`config.mk`:
```
export PLATFORM = sky130hd
export DESIGN_NAME = ssp_perm_decide
export DESIGN_NICKNAME = d
export VERILOG_FILES = /design/src/rtl/ssp_pkg.sv /design/src/rtl/ssp_perm_decide.sv
export SDC_FILE = /design/constraint.sdc
export NUM_CORES = 1
export LEC_CHECK = 0
export ABC_AREA = 1
export BUFFER_PORTS_ARGS = -buffer_cell sky130_fd_sc_hd__buf_2
export CORE_AREA = 2 2 39 41
export DETAILED_ROUTE_END_ITERATION = 12
export DIE_AREA = 0 0 41 43
export GPL_ROUTABILITY_DRIVEN = 0
export SLEW_MARGIN = 20
export SYNTH_ARGS = -nofsm -noshare
export SYNTH_HDL_FRONTEND = slang
export SYNTH_SLANG_ARGS = --single-unit
```
`constraint.sdc`:
```
create_clock -name vclk -period 0.8
set_clock_uncertainty 0.05 [all_clocks]
set_input_delay 0 -clock vclk [all_inputs]
set_output_delay 0 -clock vclk [all_outputs]
set_load 0.01 [all_outputs]
```
`src/rtl/ssp_pkg.sv`:
```
package ssp_pkg;

    localparam int KIND_W  = 3;
    localparam int FAULT_W = 2;

    localparam logic [KIND_W-1:0] ACC_LOAD     = 3'd0;
    localparam logic [KIND_W-1:0] ACC_STORE    = 3'd1;
    localparam logic [KIND_W-1:0] ACC_SS_LOAD  = 3'd2;
    localparam logic [KIND_W-1:0] ACC_SS_STORE = 3'd3;
    localparam logic [KIND_W-1:0] ACC_CBO      = 3'd4;

    typedef enum logic [FAULT_W-1:0] {
        FLT_NONE     = 2'b00,
        FLT_LOAD_PF  = 2'b01,
        FLT_STORE_PF = 2'b10,
        FLT_STORE_AF = 2'b11
    } fault_e;

    typedef enum logic [1:0] {
        PG_BAD    = 2'd0,
        PG_SHADOW = 2'd1,
        PG_NORMAL = 2'd2
    } page_class_e;

    typedef enum logic {
        ST_IDLE = 1'b0,
        ST_HOLD = 1'b1
    } rsp_state_e;

    typedef struct packed {
        logic   allow;
        fault_e fault;
    } verdict_t;

endpackage

```
`src/rtl/ssp_perm_decide.sv`:
```
module ssp_perm_decide
    import ssp_pkg::*;
(
    input  page_class_e       cls,
    input  logic              r,
    input  logic              w,
    input  logic [KIND_W-1:0] kind,
    input  logic              cbo_rd_ok,
    output verdict_t          verdict
);
    fault_e flt;

    always_comb begin
        flt = FLT_NONE;
        unique case (cls)
            PG_BAD: begin
                flt = (kind == ACC_LOAD) ? FLT_LOAD_PF : FLT_STORE_PF;
            end
            PG_SHADOW: begin
                case (kind)
                    ACC_LOAD, ACC_SS_LOAD, ACC_SS_STORE: flt = FLT_NONE;
                    default:                             flt = FLT_STORE_AF;
                endcase
            end
            PG_NORMAL: begin
                case (kind)
                    ACC_LOAD:                 flt = r ? FLT_NONE : FLT_LOAD_PF;
                    ACC_SS_LOAD, ACC_SS_STORE: flt = w ? FLT_STORE_AF : FLT_STORE_PF;
                    ACC_CBO:                  flt = (cbo_rd_ok || w) ? FLT_NONE : FLT_STORE_PF;
                    default:                  flt = w ? FLT_NONE : FLT_STORE_PF;
                endcase
            end
            default: flt = FLT_STORE_PF;
        endcase
        verdict.fault = flt;
        verdict.allow = (flt == FLT_NONE);
    end
endmodule

```
# --- Word level (Yosys, flattened, before mapping) ---
# Index checks and enable logic that the tools add are counted.
word_totals:
  regBits: 0
  word_cells: 19
op_classes:
  n_eq_ne: 5
  muxes: 8
  reduce_logical: 6
ops:
  columns: ["cell", "n"]
  rows:
  - ["$pmux W2 S3", 2]
  - ["$mux W2", 4]
  - ["$eq A3 B2 Y1 const B", 2]
  - ["$logic_not A2 Y1", 2]
  - ["$eq A3 B3 Y1 const B", 1]
  - ["$logic_not A3 Y1", 1]
  - ["$reduce_or A3 Y1", 1]
  - ["$eq A2 B1 Y1 const B", 1]
  - ["$eq A2 B2 Y1 const B", 1]
  - ["$mux W1", 2]
  - ["$reduce_or A2 Y1", 1]
  - ["$logic_or A1 B1 Y1", 1]

# --- Depth between registers and ports, before layout ---
# Gate-level depths: netlist of run 1.
logic_depth:
  ltp_word: 5
  mapped_depth: 8
  ltp_nobuf: 8

# --- Worst setup path before layout of run 1 ---
# OpenSTA, ideal clock, no wires.
synth_timing:
  path_kind: "input to output"
  startpoint: "input kind[2]"
  endpoint: "output verdict[2] in the netlist's numbering"
  arrival_ns: 0.546
  required_ns: 0.750
  path_slack_ns: 0.204
  path_stages: 8
  n_path_buf: 0
  cell_sequence: "inv_2 > nand2_2 > clkinv_1 > nand2_1 > nand2_1 > nand2_1 > nand2_2 > nor2_2"
synth_lines:
  columns: ["item", "line", "rtl"]
  rows:
  - ["start, declared", "ssp_perm_decide.sv:7", "input logic [KIND_W-1:0] kind,"]
  - ["end, declared", "ssp_perm_decide.sv:9", "output verdict_t verdict"]

==> metrics, run 1 <==
port buffer count 11; row count 14; die width 41 µm; top routing layer in use met3; post-route cell area 283 µm²; cell occurring most often along the worst timing path sky130_fd_sc_hd__nand2_1; static leakage power about 0.17 nW; final core occ 0.204; per-cell via count in the routed design 3.47; Arrival @ worst endpoint 0.75 ns; Storage cell area 0 µm²; slew of the pin with the lowest slew margin ~0.16 ns; cells taking the most area after synthesis sky130_fd_sc_hd__nand2_1 (29%), sky130_fd_sc_hd__inv_1 (13%), sky130_fd_sc_hd__nand3_1 (12%), sky130_fd_sc_hd__nand2_2 (11%), sky130_fd_sc_hd__nor2_2 (11%); net count after synthesis 45; area of combinational cells with multiple inputs 140 µm²; unrepaired setup endpoints after global routing yes; met2 routed wirelength 201 µm; Synth top cells by count sky130_fd_sc_hd__nand2_1 (13), sky130_fd_sc_hd__inv_1 (6), sky130_fd_sc_hd__nand3_1 (4), sky130_fd_sc_hd__nor2_1 (4); critical path fanouts, max 3; I/O pin count 11; CP Buf/Inv Count 3; number of standard cells after synthesis 37; FMAX 1.25 GHz; post-detailed-route DRC marker count 0; Hold Crit Class input pin to output pin; share of total power in the clock network 0; portion of the clock cycle consumed by the worst path in the final layout 0.997; Slowest Stage Delay on Critical Path 0.12 ns; die height 43 µm; # diodes 0; overall overflow remaining after global route 0; Final nets 60; most common cell in the netlist sky130_fd_sc_hd__nand2_1; type of the worst setup path input pin to output pin; Synthesis Warnings 0; amount of wire on met3 after detailed routing 27 µm; aggregate global-route resource usage 0.0480; initial core utilization 0.123; CP startpoint kind input pin; relative area change from synthesis to final layout 66.2%; minimum clock period 0.797 ns; DP HPWL 369 µm; sequential area share after synthesis 0; overall die area between 1500 and 2000 µm²; number of hold violations in the final report 0; Final ANT Viol Nets 0; worst vdd ir 0.119 mV; synthesized area 170 µm²; area share of the largest cell type after synthesis 0.287; layout cells sized above 1 0.440; antenna violations before repair 0; cell at the slowest stage of the critical path sky130_fd_sc_hd__buf_4; CP Cell Sequence buf_8 -> nor2_4 -> buf_4 -> nand3b_1 -> nand2_1 -> nand2_1 -> nand2_2 -> nor2_2 -> buf_2; sequential power share 0; Placement Cell Area 245 µm²; required arrival time at the worst endpoint 0.75 ns; total number of vias 229; final wirelength slightly above 400 µm; max-capacitance violation count 0; sequential cells 0; number of clock-tree buffers in the layout 0; global-route wire length before repair 634 µm; Max Slew Vio Count 0; maximum number of pins on one net before global-route repair 7; type of destination of the critical path output pin; result of the run finished clean; proportion of total power due to net switching 0.518; areal power density over the cells 501 nW/µm²; relative contribution of combinational cells to total power 1.000; post-placement worst setup slack -0.0105 ns; # fillers 164; total internal power just under 70 µW; core footprint 1380 µm²; length of routed wiring on met1 approximately 180 µm; final setup vio count 0; DR iter-0 viols 3; Worst slew margin 0.892; number of iterations in the first detailed-routing pass 4; detail-routed net length per standard cell between 6 and 7 µm; Post-Synthesis Mean Instance Area 4.60 µm²; category of cells accounting for the largest share of critical-path delay simple AND/OR/NAND/NOR gates; via count of the first global-routing pass 178; Fin Setup TNS 0 ns; hold-fix buffers at CTS 0; Min Hold Slack 0.390 ns; power spent charging and discharging nets 73.3 µW; post-route setup slack 0.00267 ns; post-synth top area cell sky130_fd_sc_hd__nand2_1; Unique masters post-synth 10
## timing repair
action	4_1_cts	5_1_grt
buffers inserted	1	1
setup endpoints to repair	1	3
resized for setup	4	4
pin swaps	5	6
## layout by cell type (no fill, tap or decap)
cell,count
sky130_fd_sc_hd__buf_2,9
sky130_fd_sc_hd__buf_4,2
sky130_fd_sc_hd__buf_8,2
sky130_fd_sc_hd__inv_1,6
sky130_fd_sc_hd__inv_2,1
sky130_fd_sc_hd__inv_4,1
sky130_fd_sc_hd__nand2_1,13
sky130_fd_sc_hd__nand2_2,3
sky130_fd_sc_hd__nand3_1,4
sky130_fd_sc_hd__nand3b_1,1
sky130_fd_sc_hd__nor2_1,4
sky130_fd_sc_hd__nor2_2,3
sky130_fd_sc_hd__nor2_4,1
## per-layer routing
metal	up-vias	global-route usage
li1	134	-
met1	88	0.0633
met2	7	0.0875
met3	0	0
met4	0	0
met5	-	0
## power by group through the flow
stage | Sequential [mW] | Combinational (mW) | Clock [mW]
6_report | 0 | 0.142 | 0
5_1_grt | 0 | 0.160 | 0
4_1_cts | 0 | 0.136 | 0
3_5_place_dp | 0 | 0.124 | 0
3_3_place_gp | 0 | 0.122 | 0
2_1_floorplan | 0 | 0.0731 | 0
## kinds of logic (layout without fill, tap and decap cells)
logic type / count (synthesis) / count (layout) / synth area share
simple gates: 29 / 29 / 0.824
buf+inv: 8 / 21 / 0.176
## worst paths after layout
path                    start         end  slack, ns  cells after the start
worst min-delay path   cls[0]  verdict[0]       0.39                      5
worst max-delay path  kind[0]  verdict[2]      0.003                      9
## per-stage QoR
stage | cells | power [mW]
2_1_floorplan | 37 | 0.0731
3_3_place_gp | 64 | 0.122
3_5_place_dp | 64 | 0.124
4_1_cts | 65 | 0.136
5_1_grt | 66 | 0.160
6_report | 66 | 0.142
## area by class of cell
class              instances  share of cell area
well taps                 16              0.0708
multi-input cells         29               0.496
repair buffers            13               0.319
inverters                  8               0.115
No activity file was read; power rests on OpenSTA's default activity.
==> inputs of run 2 (changes only) <==
Settings changed: PLACE_DENSITY from default to 0.33.
==> run 2 against run 1 <==
- core utilization down 0.90 points
- first-iteration DRC count up 100%
- via count down 5.7%
- clock-buffer cell count unchanged
- non-clock buffer count down 1
- global-route usage down 0.10 points
- critical path depth unchanged
- cell count down 1.5%
- sequential share of layout area unchanged
- routed wire length down 1.5%
- cell area down 4.4%
- critical path type unchanged
- highest routed layer unchanged
==> metrics, run 2 (same netlist as run 1, synthesis figures left out) <==
global-route wire length before repair 634 µm (unchanged); Final ANT Viol Nets 0 (unchanged); final setup vio count 0 (unchanged); FMAX 1.31 GHz (was 1.25 GHz); length of routed wiring on met1 230 µm (was 184 µm); worst vdd ir 0.127 mV (was 0.119 mV); I/O pin count 11 (unchanged); aggregate global-route resource usage 0.0470 (was 0.0480); hold-fix buffers at CTS 0 (unchanged); max-capacitance violation count 0 (unchanged); Max Slew Vio Count 0 (unchanged); portion of the clock cycle consumed by the worst path in the final layout 0.954 (was 0.997); top routing layer in use met3 (unchanged); Fin Setup TNS 0 ns (unchanged); critical path fanouts, max 3 (unchanged); overall power after layout 137 µW (was 142 µW); number of non-filler instances in the completed layout 65 (was 66); Cell Count Post-Placement 64 (unchanged); relative area change from synthesis to final layout 58.8% (was 66.2%); total number of vias 216 (was 229); Worst slew margin 0.898 (was 0.892); die width 41 µm (unchanged); row count 14 (unchanged); Slowest Stage Delay on Critical Path 0.12 ns (about the same); port buffer count 11 (unchanged); core footprint 1380 µm² (unchanged); # diodes 0 (unchanged); highest-count cells in the layout ignoring fill and taps sky130_fd_sc_hd__nand2_1 (12), sky130_fd_sc_hd__buf_2 (9), sky130_fd_sc_hd__inv_1 (6) (was sky130_fd_sc_hd__nand2_1 (13), sky130_fd_sc_hd__buf_2 (9), sky130_fd_sc_hd__inv_1 (6), sky130_fd_sc_hd__nor2_1 (4), sky130_fd_sc_hd__nand3_1 (4)); initial core utilization 0.123 (unchanged); DR iter-0 viols 6 (was 3); amount of wire on met3 after detailed routing 38 µm (was 27 µm); final wirelength 406 µm (was 412 µm); cell occurring most often along the worst timing path sky130_fd_sc_hd__nand2_1 (unchanged); result of the run finished clean (unchanged); minimum clock period 0.763 ns (was 0.797 ns); die height 43 µm (unchanged); Placement Cell Area 245 µm² (unchanged); Storage cell area 0 µm² (unchanged); per-cell via count in the routed design 3.32 (was 3.47); post-route cell area 270 µm² (was 283 µm²); slew of the pin with the lowest slew margin 0.152 ns (was 0.162 ns); static leakage power 0.163 nW (was 0.170 nW); DP HPWL 379 µm (was 369 µm); via count of the first global-routing pass 179 (was 178); overall die area 1760 µm² (unchanged); cell at the slowest stage of the critical path sky130_fd_sc_hd__buf_2 (was sky130_fd_sc_hd__buf_4); Min Hold Slack 0.371 ns (was 0.390 ns); commonest non-fill, non-tap cell in the layout sky130_fd_sc_hd__nand2_1 (unchanged); antenna violations before repair 0 (unchanged); number of hold violations in the final report 0 (unchanged); type of the worst setup path input pin to output pin (unchanged); post-detailed-route DRC marker count 0 (unchanged); sequential cells 0 (unchanged); maximum number of pins on one net before global-route repair 7 (unchanged); detail-routed net length per standard cell 6.25 µm (was 6.24 µm); areal power density over the cells 507 nW/µm² (was 501 nW/µm²); # fillers 163 (was 164); number of clock-tree buffers in the layout 0 (unchanged); type of destination of the critical path output pin (unchanged); unrepaired setup endpoints after global routing yes (unchanged); required arrival time at the worst endpoint 0.75 ns (about the same); met2 routed wirelength 138 µm (was 201 µm); layout cells sized above 1 0.449 (was 0.440); number of iterations in the first detailed-routing pass 2 (was 4); CP startpoint kind input pin (unchanged); Arrival @ worst endpoint 0.71 ns (was 0.75 ns); overall overflow remaining after global route 0 (unchanged); Hold Crit Class input pin to output pin (unchanged); CP Cell Sequence buf_6 -> nor2_4 -> buf_4 -> nand3b_1 -> nand2_1 -> nand2_1 -> nand2_2 -> nor2_2 -> buf_2 (was buf_8 -> nor2_4 -> buf_4 -> nand3b_1 -> nand2_1 -> nand2_1 -> nand2_2 -> nor2_2 -> buf_2); Final nets 59 (was 60)
[run 2: changes by cell type in the layout (fill, tap and decap cells not counted), sizes merged]
cell	previous run	this run
buf	13	12
[run 2: worst max-delay path, delay by kind of cell]
| kind | cells | cell delay [ns] |
|---|---|---|
| buffers and inverters | 3 | 0.33 |
| and+or+nand+nor | 6 | 0.38 |
[run 2: final cells by class]
| type | count | area (µm²) | area share |
|---|---|---|---|
| inverter | 8 | 32.5 | 0.120 |
| tap | 16 | 20.0 | 0.0741 |
| timing repair buffer | 12 | 75.1 | 0.278 |
| multi-input combinational | 29 | 143 | 0.528 |
[run 2: routing by layer]
metal / up-vias / track usage
met1: 74 / 0.0728
met4: 0 / 0
met2: 9 / 0.0750
met5: - / 0
met3: 0 / 0
li1: 133 / -
[run 2: worst paths after layout]
check / cells past startpoint / end / from / slack, ns
worst max-delay path: 9 / verdict[2] / kind[0] / 0.04
worst min-delay path: 5 / verdict[0] / cls[0] / 0.37
[run 2: what timing repair did]
item,4_1_cts,5_1_grt
pin swaps,4,6
setup endpoints to repair,1,3
cloned,0,0
gates resized for setup,3,3
buffers inserted,1,0
endpoints found under the hold margin,0,0
[run 2: power breakdown]
part	internal [mW]	leakage, nW	switching (mW)
Combinational	0.0630	0.163	0.0741
Sequential	0	0	0
Clock	0	0	0
Total	0.0630	0.163	0.0741
[run 2: through the flow]
step	setup slack, ns	utilization
after floorplan	0.204	-
after global placement	-0.0122	0.177
final	0.0368	0.195
after global routing	-0.0669	0.195
after CTS	0.00250	0.189
after detailed placement	-0.00796	0.177
==> inputs of run 3 (changes only) <==
--- a/config.mk
+++ b/config.mk
@@ -14,2 +14,3 @@
 export PLACE_DENSITY = 0.33
+export SETUP_SLACK_MARGIN = 0.15
 export SLEW_MARGIN = 20
--- a/constraint.sdc
+++ b/constraint.sdc
@@ -4,2 +4,2 @@
 set_output_delay 0 -clock vclk [all_outputs]
-set_load 0.01 [all_outputs]
+set_load 0.1 [all_outputs]
==> run 3 against run 2 <==
- the run now ends with setup timing left
- worst hold slack better by 0.054 ns
- routed wire length is 20% higher
- cell count is 3.1% higher
- sequential cell count stayed put
- cell area is 47% higher
- via count is 12% higher
- first-iteration DRC count is 100% lower
- non-clock buffer count is 2 higher
- worst setup slack worse by 0.16 ns
- clock-buffer cell count stayed put
- global-route usage is 1.4 points higher
- sequential share of layout area stayed put
- critical path type unchanged
- critical endpoint unchanged
==> metrics, run 3 (same netlist as run 1, synthesis figures left out) <==
global-route wire length before repair 807 µm (was 634 µm); row count 14 (unchanged); via count of the first global-routing pass 198 (was 179); cell at the slowest stage of the critical path sky130_fd_sc_hd__buf_12 (was sky130_fd_sc_hd__buf_2); maximum number of pins on one net before global-route repair 7 (unchanged); violated checks setup timing; relative area change from synthesis to final layout 134% (was 58.8%); post-route cell area 398 µm² (was 270 µm²); category of cells accounting for the largest share of critical-path delay simple AND/OR/NAND/NOR gates (unchanged); CP startpoint kind input pin (unchanged); Cell Count Post-Placement 64 (unchanged); required arrival time at the worst endpoint 0.75 ns (about the same); final setup vio count 3 (was 0); layout cells sized above 1 0.569 (was 0.449); critical path fanouts, max 3 (unchanged); I/O pin count 11 (unchanged); initial core utilization 0.123 (unchanged); final wirelength 489 µm (was 406 µm); commonest non-fill, non-tap cell in the layout sky130_fd_sc_hd__nand2_1 (unchanged); antenna violations before repair 0 (unchanged); max-capacitance violation count 0 (unchanged); areal power density over the cells 896 nW/µm² (was 507 nW/µm²); static leakage power 0.200 nW (was 0.163 nW); overall power after layout 357 µW (was 137 µW); cell occurring most often along the worst timing path sky130_fd_sc_hd__nand2_1 (unchanged); highest-count cells in the layout ignoring fill and taps sky130_fd_sc_hd__nand2_1 (12), sky130_fd_sc_hd__nor2_4 (4), sky130_fd_sc_hd__inv_1 (4), sky130_fd_sc_hd__buf_2 (4) (was sky130_fd_sc_hd__nand2_1 (12), sky130_fd_sc_hd__buf_2 (9), sky130_fd_sc_hd__inv_1 (6)); slew of the pin with the lowest slew margin 0.156 ns (was 0.152 ns); CP Cell Sequence buf_8 -> nor2_4 -> nand2_1 -> nand2_1 -> nand2_1 -> nor2_2 -> nand2_4 -> nor2_4 -> buf_12 (was buf_6 -> nor2_4 -> buf_4 -> nand3b_1 -> nand2_1 -> nand2_1 -> nand2_2 -> nor2_2 -> buf_2); portion of the clock cycle consumed by the worst path in the final layout 1.15 (was 0.954); number of non-filler instances in the completed layout 67 (was 65); per-cell via count in the routed design 3.61 (was 3.32); Final nets 61 (was 59); number of clock-tree buffers in the layout 0 (unchanged); Placement Cell Area 319 µm² (was 245 µm²); final core occ 0.288 (was 0.195); overall die area 1760 µm² (unchanged); number of iterations in the first detailed-routing pass 1 (was 2); die width 41 µm (unchanged); FMAX 1.09 GHz (was 1.31 GHz); post-detailed-route DRC marker count 0 (unchanged); # diodes 0 (unchanged); Slowest Stage Delay on Critical Path 0.18 ns (was 0.12 ns); post-route setup slack -0.119 ns (was 0.0368 ns); Hold Crit Class input pin to output pin (unchanged); type of the worst setup path input pin to output pin (unchanged); hold-fix buffers at CTS 0 (unchanged); DP HPWL 408 µm (was 379 µm); minimum clock period 0.919 ns (was 0.763 ns); die height 43 µm (unchanged); number of hold violations in the final report 0 (unchanged); unrepaired setup endpoints after global routing yes (unchanged); Arrival @ worst endpoint 0.87 ns (was 0.71 ns); Max Slew Vio Count 0 (unchanged); detail-routed net length per standard cell 7.30 µm (was 6.25 µm); sequential cells 0 (unchanged); core footprint 1380 µm² (unchanged); result of the run finished with violations (was finished clean); aggregate global-route resource usage 0.0609 (was 0.0470); total number of vias 242 (was 216); Final ANT Viol Nets 0 (unchanged); DR iter-0 viols 0 (was 6); overall overflow remaining after global route 0 (unchanged); Worst slew margin 0.896 (was 0.898); CP Buf/Inv Count 2 (was 3); port buffer count 11 (unchanged); type of destination of the critical path output pin (unchanged); Storage cell area 0 µm² (unchanged); worst vdd ir 0.213 mV (was 0.127 mV)
-- run 3: cell types whose count changed in the layout (fill, tap and decap cells not counted), sizes merged --
cell    before  now
buf         12   14
clkinv       0    1
inv          8    7
-- run 3: worst paths after layout --
kind                    start          to  slack, ns  depth (start not counted)
worst min-delay path   cls[0]  verdict[1]       0.42                          5
worst max-delay path  kind[1]  verdict[2]      -0.12                          9
-- run 3: tightest hold or removal path: cells and delay by family --
kind / cells / cell delay [ns]
buffers and inverters: 2 / 0.27
AND/OR/NAND/NOR: 3 / 0.19
-- run 3: through the flow --
step	setup WS [ns]	hold WS (ns)	setup TNS [ns]
finish	-0.119	0.425	-0.208
global route	-0.186	0.457	-0.370
CTS	-0.143	0.464	-0.251
detailed placement	-0.185	0.458	-0.329
global placement	-0.194	0.465	-0.363
floorplan	-0.397	0.268	-0.397
-- run 3: what timing repair did --
item / in CTS / in global routing
gates resized for setup: 8 / 10
setup endpoints to repair: 3 / 3
buffers inserted: 1 / 2
pin swaps: 6 / 6
-- run 3: layout make-up --
| type | instances | area, µm² |
|---|---|---|
| fill | 157 | 986 |
| tap | 16 | 20.0 |
| timing repair buffer | 14 | 155 |
| multi-input combinational | 29 | 186 |
| inverter | 8 | 36.3 |
-- run 3: power breakdown --
part | total [mW] | switching [mW] | internal [mW]
Combinational | 0.357 | 0.215 | 0.141
Clock | 0 | 0 | 0
Sequential | 0 | 0 | 0
-- run 3: routing by layer --
layer  global-route usage  share of wire  vias up
li1                     -              -      137
met2               0.0844           0.45        7
met5                    0              0        -
met1                0.108           0.49       98
met3                    0          0.063        0
met4                    0              0        0
